--- config.mk ---
export PLATFORM = sky130hd
export DESIGN_NAME = jss_junction_top
export DESIGN_NICKNAME = d
export VERILOG_FILES = /design/src/rtl/jss_pkg.sv /design/src/rtl/jss_tick_gen.sv /design/src/rtl/jss_phase_fsm.sv /design/src/rtl/jss_lamp_decode.sv /design/src/rtl/jss_junction_top.sv
export SDC_FILE = /design/constraint.sdc
export NUM_CORES = 1
export LEC_CHECK = 0
export BUFFER_PORTS_ARGS = -buffer_cell sky130_fd_sc_hd__buf_4
export CAP_MARGIN = 20
export CORE_ASPECT_RATIO = 0.9
export CORE_MARGIN = 2
export CORE_UTILIZATION = 60
export CTS_BUF_LIST = sky130_fd_sc_hd__clkbuf_16
export DETAILED_ROUTE_END_ITERATION = 7
export PLACE_DENSITY = 0.78
export SYNTH_ARGS = -nofsm -noshare
export SYNTH_HDL_FRONTEND = slang
export SYNTH_HIERARCHICAL = 1
export SYNTH_SLANG_ARGS = --single-unit
--- constraint.sdc ---
create_clock -name clk -period 3 [get_ports clk]
set_clock_uncertainty 0.2 [all_clocks]
set_input_delay 0.15 -clock clk [delete_from_list [all_inputs] [get_ports clk]]
set_output_delay 0.15 -clock clk [all_outputs]
set_load 0.1 [all_outputs]
--- src/rtl/jss_pkg.sv ---
package jss_pkg;

    typedef enum logic [2:0] {
        PH_MAIN_GO    = 3'd0,
        PH_MAIN_WARN  = 3'd1,
        PH_SIDE_GO    = 3'd2,
        PH_SIDE_WARN  = 3'd3,
        PH_WALK_GO    = 3'd4,
        PH_WALK_FLASH = 3'd5,
        PH_ALL_FLASH  = 3'd6
    } phase_e;

    // Road lamp codes: bit2 red, bit1 yellow, bit0 green
    localparam logic [2:0] ROAD_RED    = 3'b100;
    localparam logic [2:0] ROAD_YELLOW = 3'b010;
    localparam logic [2:0] ROAD_GREEN  = 3'b001;
    localparam logic [2:0] ROAD_DARK   = 3'b000;
    // Walk lamp codes: bit1 red, bit0 green
    localparam logic [1:0] WALK_RED    = 2'b10;
    localparam logic [1:0] WALK_GREEN  = 2'b01;
    localparam logic [1:0] WALK_DARK   = 2'b00;

    function automatic phase_e phase_after(input phase_e cur);
        case (cur)
            PH_MAIN_GO:    phase_after = PH_MAIN_WARN;
            PH_MAIN_WARN:  phase_after = PH_SIDE_GO;
            PH_SIDE_GO:    phase_after = PH_SIDE_WARN;
            PH_SIDE_WARN:  phase_after = PH_WALK_GO;
            PH_WALK_GO:    phase_after = PH_WALK_FLASH;
            PH_WALK_FLASH: phase_after = PH_ALL_FLASH;
            default:       phase_after = PH_MAIN_GO;
        endcase
    endfunction

    function automatic int larger(input int a, input int b);
        larger = (a > b) ? a : b;
    endfunction

endpackage

--- src/rtl/jss_tick_gen.sv ---
module jss_tick_gen #(
    parameter int TICK_DIV = 100_000_000
) (
    input  logic clk,
    input  logic rst,
    output logic tick_o
);
    localparam int CW = (TICK_DIV > 2) ? $clog2(TICK_DIV) : 1;
    localparam logic [CW-1:0] LAST = CW'(TICK_DIV - 1);

    typedef struct packed {
        logic [CW-1:0] cnt;
    } div_s;

    div_s div_d, div_q;
    logic at_last;

    always_comb begin
        div_d   = div_q;
        at_last = (div_q.cnt == LAST);
        if (at_last) begin
            div_d.cnt = '0;
        end else begin
            div_d.cnt = div_q.cnt + 1'b1;
        end
    end

    always_ff @(posedge clk) begin
        if (rst) begin
            div_q <= '0;
        end else begin
            div_q <= div_d;
        end
    end

    assign tick_o = at_last;

endmodule

--- src/rtl/jss_phase_fsm.sv ---
module jss_phase_fsm
    import jss_pkg::*;
#(
    parameter int MAIN_GO_S    = 10,
    parameter int MAIN_WARN_S  = 3,
    parameter int SIDE_GO_S    = 8,
    parameter int SIDE_WARN_S  = 3,
    parameter int WALK_GO_S    = 6,
    parameter int WALK_FLASH_S = 4,
    parameter int ALL_FLASH_S  = 2
) (
    input  logic   clk,
    input  logic   rst,
    input  logic   tick_i,
    output phase_e phase_o,
    output logic   blink_on_o
);
    localparam int DUR_MAX = larger(larger(larger(MAIN_GO_S, MAIN_WARN_S),
                                           larger(SIDE_GO_S, SIDE_WARN_S)),
                                    larger(larger(WALK_GO_S, WALK_FLASH_S),
                                           ALL_FLASH_S));
    localparam int TW = $clog2(DUR_MAX + 1);

    typedef struct packed {
        phase_e        phase;
        logic [TW-1:0] timer;
        logic          blink;
    } fsm_s;

    fsm_s fsm_d, fsm_q;
    logic [TW-1:0] last_count;

    function automatic int span_of(input phase_e ph);
        case (ph)
            PH_MAIN_GO:    span_of = MAIN_GO_S;
            PH_MAIN_WARN:  span_of = MAIN_WARN_S;
            PH_SIDE_GO:    span_of = SIDE_GO_S;
            PH_SIDE_WARN:  span_of = SIDE_WARN_S;
            PH_WALK_GO:    span_of = WALK_GO_S;
            PH_WALK_FLASH: span_of = WALK_FLASH_S;
            default:       span_of = ALL_FLASH_S;
        endcase
    endfunction

    always_comb begin
        fsm_d      = fsm_q;
        last_count = TW'(span_of(fsm_q.phase) - 1);
        if (tick_i) begin
            if (fsm_q.timer == last_count) begin
                fsm_d.phase = phase_after(fsm_q.phase);
                fsm_d.timer = '0;
                fsm_d.blink = 1'b1;
            end else begin
                fsm_d.timer = fsm_q.timer + 1'b1;
                fsm_d.blink = ~fsm_q.blink;
            end
        end
    end

    always_ff @(posedge clk) begin
        if (rst) begin
            fsm_q.phase <= PH_MAIN_GO;
            fsm_q.timer <= '0;
            fsm_q.blink <= 1'b1;
        end else begin
            fsm_q <= fsm_d;
        end
    end

    assign phase_o    = fsm_q.phase;
    assign blink_on_o = fsm_q.blink;

endmodule

--- src/rtl/jss_lamp_decode.sv ---
module jss_lamp_decode
    import jss_pkg::*;
(
    input  phase_e     phase_i,
    input  logic       blink_on_i,
    output logic [2:0] main_o,
    output logic [2:0] side_o,
    output logic [1:0] walk_o
);
    always_comb begin
        main_o = ROAD_RED;
        side_o = ROAD_RED;
        walk_o = WALK_RED;
        case (phase_i)
            PH_MAIN_GO:    main_o = ROAD_GREEN;
            PH_MAIN_WARN:  main_o = ROAD_YELLOW;
            PH_SIDE_GO:    side_o = ROAD_GREEN;
            PH_SIDE_WARN:  side_o = ROAD_YELLOW;
            PH_WALK_GO:    walk_o = WALK_GREEN;
            PH_WALK_FLASH: walk_o = blink_on_i ? WALK_RED : WALK_DARK;
            PH_ALL_FLASH: begin
                main_o = blink_on_i ? ROAD_RED : ROAD_DARK;
                side_o = blink_on_i ? ROAD_RED : ROAD_DARK;
                walk_o = blink_on_i ? WALK_RED : WALK_DARK;
            end
            default: begin
                main_o = ROAD_RED;
                side_o = ROAD_RED;
                walk_o = WALK_RED;
            end
        endcase
    end

endmodule

--- src/rtl/jss_junction_top.sv ---
module jss_junction_top
    import jss_pkg::*;
#(
    parameter int TICK_DIV     = 100_000_000,
    parameter int MAIN_GO_S    = 10,
    parameter int MAIN_WARN_S  = 3,
    parameter int SIDE_GO_S    = 8,
    parameter int SIDE_WARN_S  = 3,
    parameter int WALK_GO_S    = 6,
    parameter int WALK_FLASH_S = 4,
    parameter int ALL_FLASH_S  = 2
) (
    input  logic       clk,
    input  logic       rst,
    output logic [2:0] main_lamps,
    output logic [2:0] side_lamps,
    output logic [1:0] walk_lamps
);
    logic   tick_w;
    phase_e phase_w;
    logic   blink_w;

    jss_tick_gen #(
        .TICK_DIV(TICK_DIV)
    ) u_tick (
        .clk   (clk),
        .rst   (rst),
        .tick_o(tick_w)
    );

    jss_phase_fsm #(
        .MAIN_GO_S   (MAIN_GO_S),
        .MAIN_WARN_S (MAIN_WARN_S),
        .SIDE_GO_S   (SIDE_GO_S),
        .SIDE_WARN_S (SIDE_WARN_S),
        .WALK_GO_S   (WALK_GO_S),
        .WALK_FLASH_S(WALK_FLASH_S),
        .ALL_FLASH_S (ALL_FLASH_S)
    ) u_fsm (
        .clk       (clk),
        .rst       (rst),
        .tick_i    (tick_w),
        .phase_o   (phase_w),
        .blink_on_o(blink_w)
    );

    jss_lamp_decode u_dec (
        .phase_i   (phase_w),
        .blink_on_i(blink_w),
        .main_o    (main_lamps),
        .side_o    (side_lamps),
        .walk_o    (walk_lamps)
    );

endmodule

==> flow_summary_export.csv, run 1 <==
group,metric,value,unit
outcome,status,"completed",
floorplanning,rows,19,
logic_synthesis,synth_top_area_share,37.1,%
logic_synthesis,synth_cells,218,
timing,hold_viol_final,0,
placed_design,place_area,0.00192,mm^2
detailed_routing,post-route-drc-count,0,
logic_synthesis,synth_cell_types,53,
timing,fmax,366,MHz
setup_path,crit_type,"reg -> reg",
detailed_routing,vias_per_cell,6.03,
clock_network,clock_latency,0.28,ns
global_routing,track_usage,23.7,%
power,peakVddDrop,403,uV
detailed_routing,route.vias.total,1599,
logic_synthesis,ys_warn_count,6,
global_routing,antenna_found_initial,0,
setup_path,cp.arrival,2.74,ns
timing,fin_crit,2.73,ns
clock_network,post_cts_buffers,0,
cells_and_area,finalInstanceArea,0.00207,mm^2
cells_and_area,regArea,701,um^2
clock_network,clock-sinks,35,
detailed_routing,firstDrtPassIters,4,
global_routing,grt_pass1_vias,1567,
detailed_routing,wire_per_inst,14.4,um
timing,final-setup-viol-count,0,
hold_path,hp-class,"reg -> reg",
setup_path,reg2reg_depth,8,
cells_and_area,layout_common_cells,"dfxtp_1, nor2_1, nand2_1",
cells_and_area,drive_gt1_share,14.3,%
timing,totalNegativeSetupSlack,0,ns
cells_and_area,filler_cell_count,242,
power,pwr_density_cell,468,mW/mm^2
floorplanning,die_area,0.00361,mm^2
logic_synthesis,async_reset_ff_share,0,%
cells_and_area,final_common_cell,"dfxtp_1",
clock_network,cts_tree,"yes",
logic_synthesis,syn_area_per_cell,8.66,um^2
logic_synthesis,synth_area,0.00189,mm^2
floorplanning,die_x,63.1,um
cells_and_area,diodes,0,
placed_design,place_congestion,0.796,
detailed_routing,finalWirelength,3820,um
timing,slew_headroom,59.3,%
logic_synthesis,synth.ff_latch_count,35,
timing,tightest_slew,0.610,ns
setup_path,r2r-end,"u_fsm/phase_o[0]$_SDFFE_PP0P_",
timing,grt_setup_unrepaired,"no",
clock_network,clk_pin_slew_worst_paths,0.05,ns
detailed_routing,drt-initial-drc-count,103,
floorplanning,coreArea,0.00302,mm^2
power,power_leakage,0.000715,uW
timing,maxSlewViolCount,0,
setup_path,r2r_start,"u_tick/div_q[0]$_SDFF_PP0_",
logic_synthesis,yosysSeqAreaShare,37.1,%
clock_network,h-tree-depth,2,
placed_design,io_buffers,9,
setup_path,cp_max_fo,8,
cells_and_area,nNetsFinal,226,
logic_synthesis,ys_top_cells_by_area,"dfxtp_1, nor2_1, xor2_1",
global_routing,grt_max_degree,26,
cells_and_area,area_delta_synth_final,9.74,%
power,power,971,uW
logic_synthesis,synth_fp_nets,222,
global_routing,grt_pass1_wl,6640,um
clock_network,cts_buffer_depth,2,
logic_synthesis,yosysTopAreaCell,"dfxtp_1",
setup_path,cp-start-kind,"flip-flop",
setup_path,crit_start,"u_tick/div_q[0]$_SDFF_PP0_",
clock_network,cts_root_buffer,"clkbuf_16",
logic_synthesis,synth_ff_type,"dfxtp_1",
detailed_routing,postRouteAntennaNets,0,
setup_path,reg2reg_setup_slack,0.27,ns
setup_path,critPathCaptureType,"flip-flop",
global_routing,gr-total-overflow,0,
floorplanning,die-height,57.2,um
setup_path,required,3.01,ns
logic_synthesis,synth_edf_count,0,
floorplanning,ios,10,
flow_run,maxCapViolations,0,
clock_network,cts_buffers,5,
setup_path,cp-endpoint,"u_fsm/phase_o[0]$_SDFFE_PP0P_",
cells_and_area,multi_input_area,0.00107,mm^2
floorplanning,start_util,62.5,%
placed_design,dp_hpwl,2580,um
timing,finalCritPeriodShare,91.2,%
[how the worst min path moves through the flow]
stage,to,start,cells past startpoint
floorplan,u_tick/div_q[26]$_SDFF_PP0_,rst,1
global placement,u_tick/div_q[26]$_SDFF_PP0_,rst,2
detailed placement,u_fsm/fsm_q[3]$_SDFFE_PP0P_,rst,2
CTS,u_tick/div_q[24]$_SDFF_PP0_,u_tick/div_q[24]$_SDFF_PP0_,1
global route,u_tick/div_q[24]$_SDFF_PP0_,u_tick/div_q[24]$_SDFF_PP0_,1
finish,u_tick/div_q[24]$_SDFF_PP0_,u_tick/div_q[24]$_SDFF_PP0_,1
[worst max-delay path, cell delays in order (launching register included)]
cell and delay [ns]:
dfxtp_1 0.40, ha_1 0.25, nand4_1 0.17, or4_4 0.47
nor2_1 0.15, o41ai_1 0.09, a311oi_1 0.42, o21a_2 0.31
mux2i_1 0.20
[repair_timing]
item                                    in CTS  in global routing
endpoints found under the hold margin        7                  0
resized for setup                            0                  1
hold buffers                                 1                  0
endpoints found under the setup margin       0                  1
[registers in the layout (all words and copies together), names as in the netlist]
register and count:
u_fsm/blink_on_o 1, u_fsm/fsm_q 4, u_fsm/phase_o 3, u_tick/div_q 27
[cell usage after synthesis (2+ instances only)]
cell      count
mux2i_1       3
o41ai_1       3
or4_1         5
xnor2_1       6
nand3_1       8
clkbuf_1      2
and4_1        3
buf_6         4
nor2_1       25
nor3b_1       3
nand4_1       9
nor3_1        6
xor2_1       10
o21ai_0       6
buf_2         4
dfxtp_1      35
a311oi_1      3
inv_1         4
a21oi_1      12
or3_1         4
o31ai_1       6
nand2_1      15
buf_4         5
or3_2         2
and3_1        4
nor4_1        2
or4_4         2
ha_1          2
[power by group]
part           leakage [uW]  switching, uW  internal, uW  total, uW
combinational      0.000356           11.7          6.91       18.6
clock             0.0000762            179           299        478
sequential         0.000282           4.79           469        474
total              0.000715            196           775        971
[per-stage QoR]
step / setup WS (ns) / utilization (%) / std cells / hold slack, ns
2_1_floorplan: 0.00972 / - / 218 / 0.0221
3_3_place_gp: 0.358 / 63.7 / 256 / 0.228
3_5_place_dp: 0.219 / 63.7 / 256 / 0.235
4_1_cts: 0.206 / 68.6 / 265 / 0.267
5_1_grt: 0.0334 / 68.6 / 265 / 0.286
6_report: 0.265 / 68.6 / 265 / 0.271
[layer usage]
metal,track usage [%],vias up,part of all wire (%)
li1,-,814,-
met1,25.0,744,43
met2,41.2,35,51
met3,8.88,6,4.2
met4,13.0,0,1.2
met5,0,-,0
[layout make-up]
class                      count  area share, %
clock inverter                 3          0.604
multi-input combinational    163           51.6
inverter                       5          0.906
timing repair buffer          12           4.47
sequential                    35           33.8
clock buffer                   5           6.04
tap                           42           2.54
[logic make-up (layout without fill, tap and decap cells)]
group | Yosys count | after routing | synth area share (%)
buffers and inverters | 20 | 25 | 6.83
AND/OR/NAND/NOR | 101 | 101 | 30.8
multiplexers | 3 | 3 | 1.59
XOR/XNOR | 16 | 16 | 7.42
AO/OA/AOI/OAI | 41 | 41 | 14.9
adder cells (fa/ha/maj) | 2 | 2 | 1.33
flip-flops | 35 | 35 | 37.1
(Power assumes the default switching activity.)
==> inputs of run 2 (changes only) <==
clock period = 2.95 ns   (was 3 ns; I/O delays follow)
==> flow_summary_export.csv, run 2 (synthesized netlist as in run 1, its figures left out) <==
group,metric,value,unit
timing,hold_viol_final,0,
cells_and_area,nNetsFinal,227,
detailed_routing,drt-initial-drc-count,135,
cells_and_area,largest_register_ffs,27,
detailed_routing,postRouteAntennaNets,0,
setup_path,reg2reg_depth,8,
clock_network,clk_pin_slew_worst_paths,0.05,ns
floorplanning,rows,19,
setup_path,cp_num_buf_inv,0,
detailed_routing,route.vias.total,1685,
global_routing,antenna_found_initial,0,
floorplanning,start_util,62.5,%
setup_path,cp.depth,8,
placed_design,place_area,0.00194,mm^2
global_routing,grt_pass1_vias,1616,
detailed_routing,post-route-drc-count,0,
detailed_routing,vias_per_cell,6.33,
timing,finalCritPeriodShare,93.9,%
setup_path,cpPeakStageDelay,0.48,ns
timing,slew_headroom,58.3,%
cells_and_area,largest-register,"u_tick/div_q",
setup_path,critPathCaptureType,"flip-flop",
clock_network,cts_tree,"yes",
timing,fmax,361,MHz
timing,finalWorstSetupSlack,0.181,ns
global_routing,grt_max_degree,26,
setup_path,crit_path_top_delay_cell,"or4_4",
cells_and_area,finalNonFillerCells,266,
setup_path,crit_family,"simple AND/OR/NAND/NOR gates",
cells_and_area,layout_common_cells,"dfxtp_1, nor2_1, nand2_1",
detailed_routing,finalWirelength,4090,um
power,power,985,uW
clock_network,post_cts_buffers,0,
hold_path,holdCritStartpoint,"u_tick/div_q[24]$_SDFF_PP0_",
floorplanning,coreArea,0.00302,mm^2
timing,tightest_slew,0.625,ns
setup_path,cp_max_fo,8,
global_routing,grt_pass1_wl,7020,um
setup_path,required,2.96,ns
floorplanning,die-height,57.2,um
placed_design,post-place-cells,257,
global_routing,gr-total-overflow,0,
timing,fin_crit,2.77,ns
global_routing,track_usage,24.7,%
setup_path,path_cells,"ha_1 > nand4_1 > or4_4 > nor2_1 > o41ai_1 > a311oi_2 > o21a_2 > mux2i_1",
timing,maxSlewViolCount,0,
setup_path,r2r_start,"u_tick/div_q[0]$_SDFF_PP0_",
placed_design,dp_hpwl,2790,um
cells_and_area,area_delta_synth_final,10.7,%
hold_path,min_to,"u_tick/div_q[24]$_SDFF_PP0_",
floorplanning,die_x,63.1,um
placed_design,pre_cts_slack,0.0330,ns
floorplanning,ios,10,
cells_and_area,final_common_cell,"dfxtp_1",
cells_and_area,finalInstanceArea,0.00209,mm^2
setup_path,crit_type,"reg -> reg",
clock_network,clock-sinks,35,
placed_design,place_congestion,0.850,
placed_design,io_buffers,9,
clock_network,cts_root_buffer,"clkbuf_16",
clock_network,cts_buffers,5,
power,power_leakage,0.000720,uW
clock_network,h-tree-depth,2,
cells_and_area,drive_gt1_share,15.6,%
hold_path,hold_depth,1,
clock_network,clock_latency,0.28,ns
hold_path,hp-class,"reg -> reg",
setup_path,cp-start-kind,"flip-flop",
cells_and_area,filler_cell_count,241,
detailed_routing,wire_per_inst,15.4,um
timing,final-setup-viol-count,0,
setup_path,reg2reg_setup_slack,0.18,ns
detailed_routing,firstDrtPassIters,4,
power,pwr_density_cell,471,mW/mm^2
cells_and_area,diodes,0,
floorplanning,die_area,0.00361,mm^2
outcome,status,"completed",
timing,grt_setup_unrepaired,"no",
setup_path,cp.arrival,2.78,ns
timing,totalNegativeSetupSlack,0,ns
flow_run,maxCapViolations,0,
clock_network,cts_buffer_depth,2,
setup_path,r2r-end,"u_fsm/phase_o[0]$_SDFFE_PP0P_",
power,peakVddDrop,324,uV
[run 2: changes by cell type in the layout (fill, tap and decap cells not counted)]
cell      previous run  this run
buf_4               11        12
a311oi_2             0         1
nor3_2               0         1
nor3_1               6         5
a311oi_1             3         2
[run 2: metrics by stage]
stage / hold WS (ns) / util, %
after floorplan: 0.0196 / -
after global routing: 0.304 / 69.2
after global placement: 0.226 / 64.1
final: 0.277 / 69.2
after detailed placement: 0.233 / 64.1
after CTS: 0.271 / 69.2
[run 2: report_power, final]
group / switching, uW / internal (uW) / leakage, uW / total [uW]
clock network: 180 / 304 / 0.0000762 / 484
logic: 12.3 / 7.07 / 0.000362 / 19.4
registers: 4.86 / 477 / 0.000282 / 482
[run 2: what timing repair did]
action | 4_1_cts | 5_1_grt
gates resized for setup | 1 | 1
endpoints found under the hold margin | 7 | 0
pin swaps | 0 | 1
hold buffers | 1 | 0
setup endpoints to repair | 1 | 8
[run 2: how the worst max path moves through the flow]
| stage | from | endpoint |
|---|---|---|
| floorplan | u_tick/div_q[0]$_SDFF_PP0_ | u_fsm/phase_o[0]$_SDFFE_PP0P_ |
| global placement | u_tick/div_q[0]$_SDFF_PP0_ | u_fsm/phase_o[0]$_SDFFE_PP0P_ |
| detailed placement | u_tick/div_q[0]$_SDFF_PP0_ | u_fsm/phase_o[0]$_SDFFE_PP0P_ |
| CTS | u_tick/div_q[0]$_SDFF_PP0_ | u_fsm/phase_o[0]$_SDFFE_PP0P_ |
| global route | u_tick/div_q[0]$_SDFF_PP0_ | u_fsm/phase_o[0]$_SDFFE_PP0P_ |
| finish | u_tick/div_q[0]$_SDFF_PP0_ | u_fsm/phase_o[0]$_SDFFE_PP0P_ |
[run 2: per-layer routing]
| metal | GRT usage, % | routed length, um | share of wire [%] | vias to the layer above |
|---|---|---|---|---|
| met5 | 0 | 0 | 0 | - |
| met1 | 28.2 | 1710 | 42 | 809 |
| met2 | 45.0 | 2080 | 51 | 49 |
| met4 | 11.7 | 76 | 1.9 | 0 |
| met3 | 4.34 | 229 | 5.6 | 13 |
| li1 | - | - | - | 814 |
[run 2: final cells by class]
cell class                      instances  area, um^2  share of cell area [%]
Clock buffer                            5         125                    5.98
Clock inverter                          3        12.5                   0.598
Inverter                                5        18.8                   0.898
Multi-Input combinational cell        163        1080                    51.7
Sequential cell                        35         701                    33.5
Tap cell                               42        52.6                    2.51
Timing Repair Buffer                   13         100                    4.79
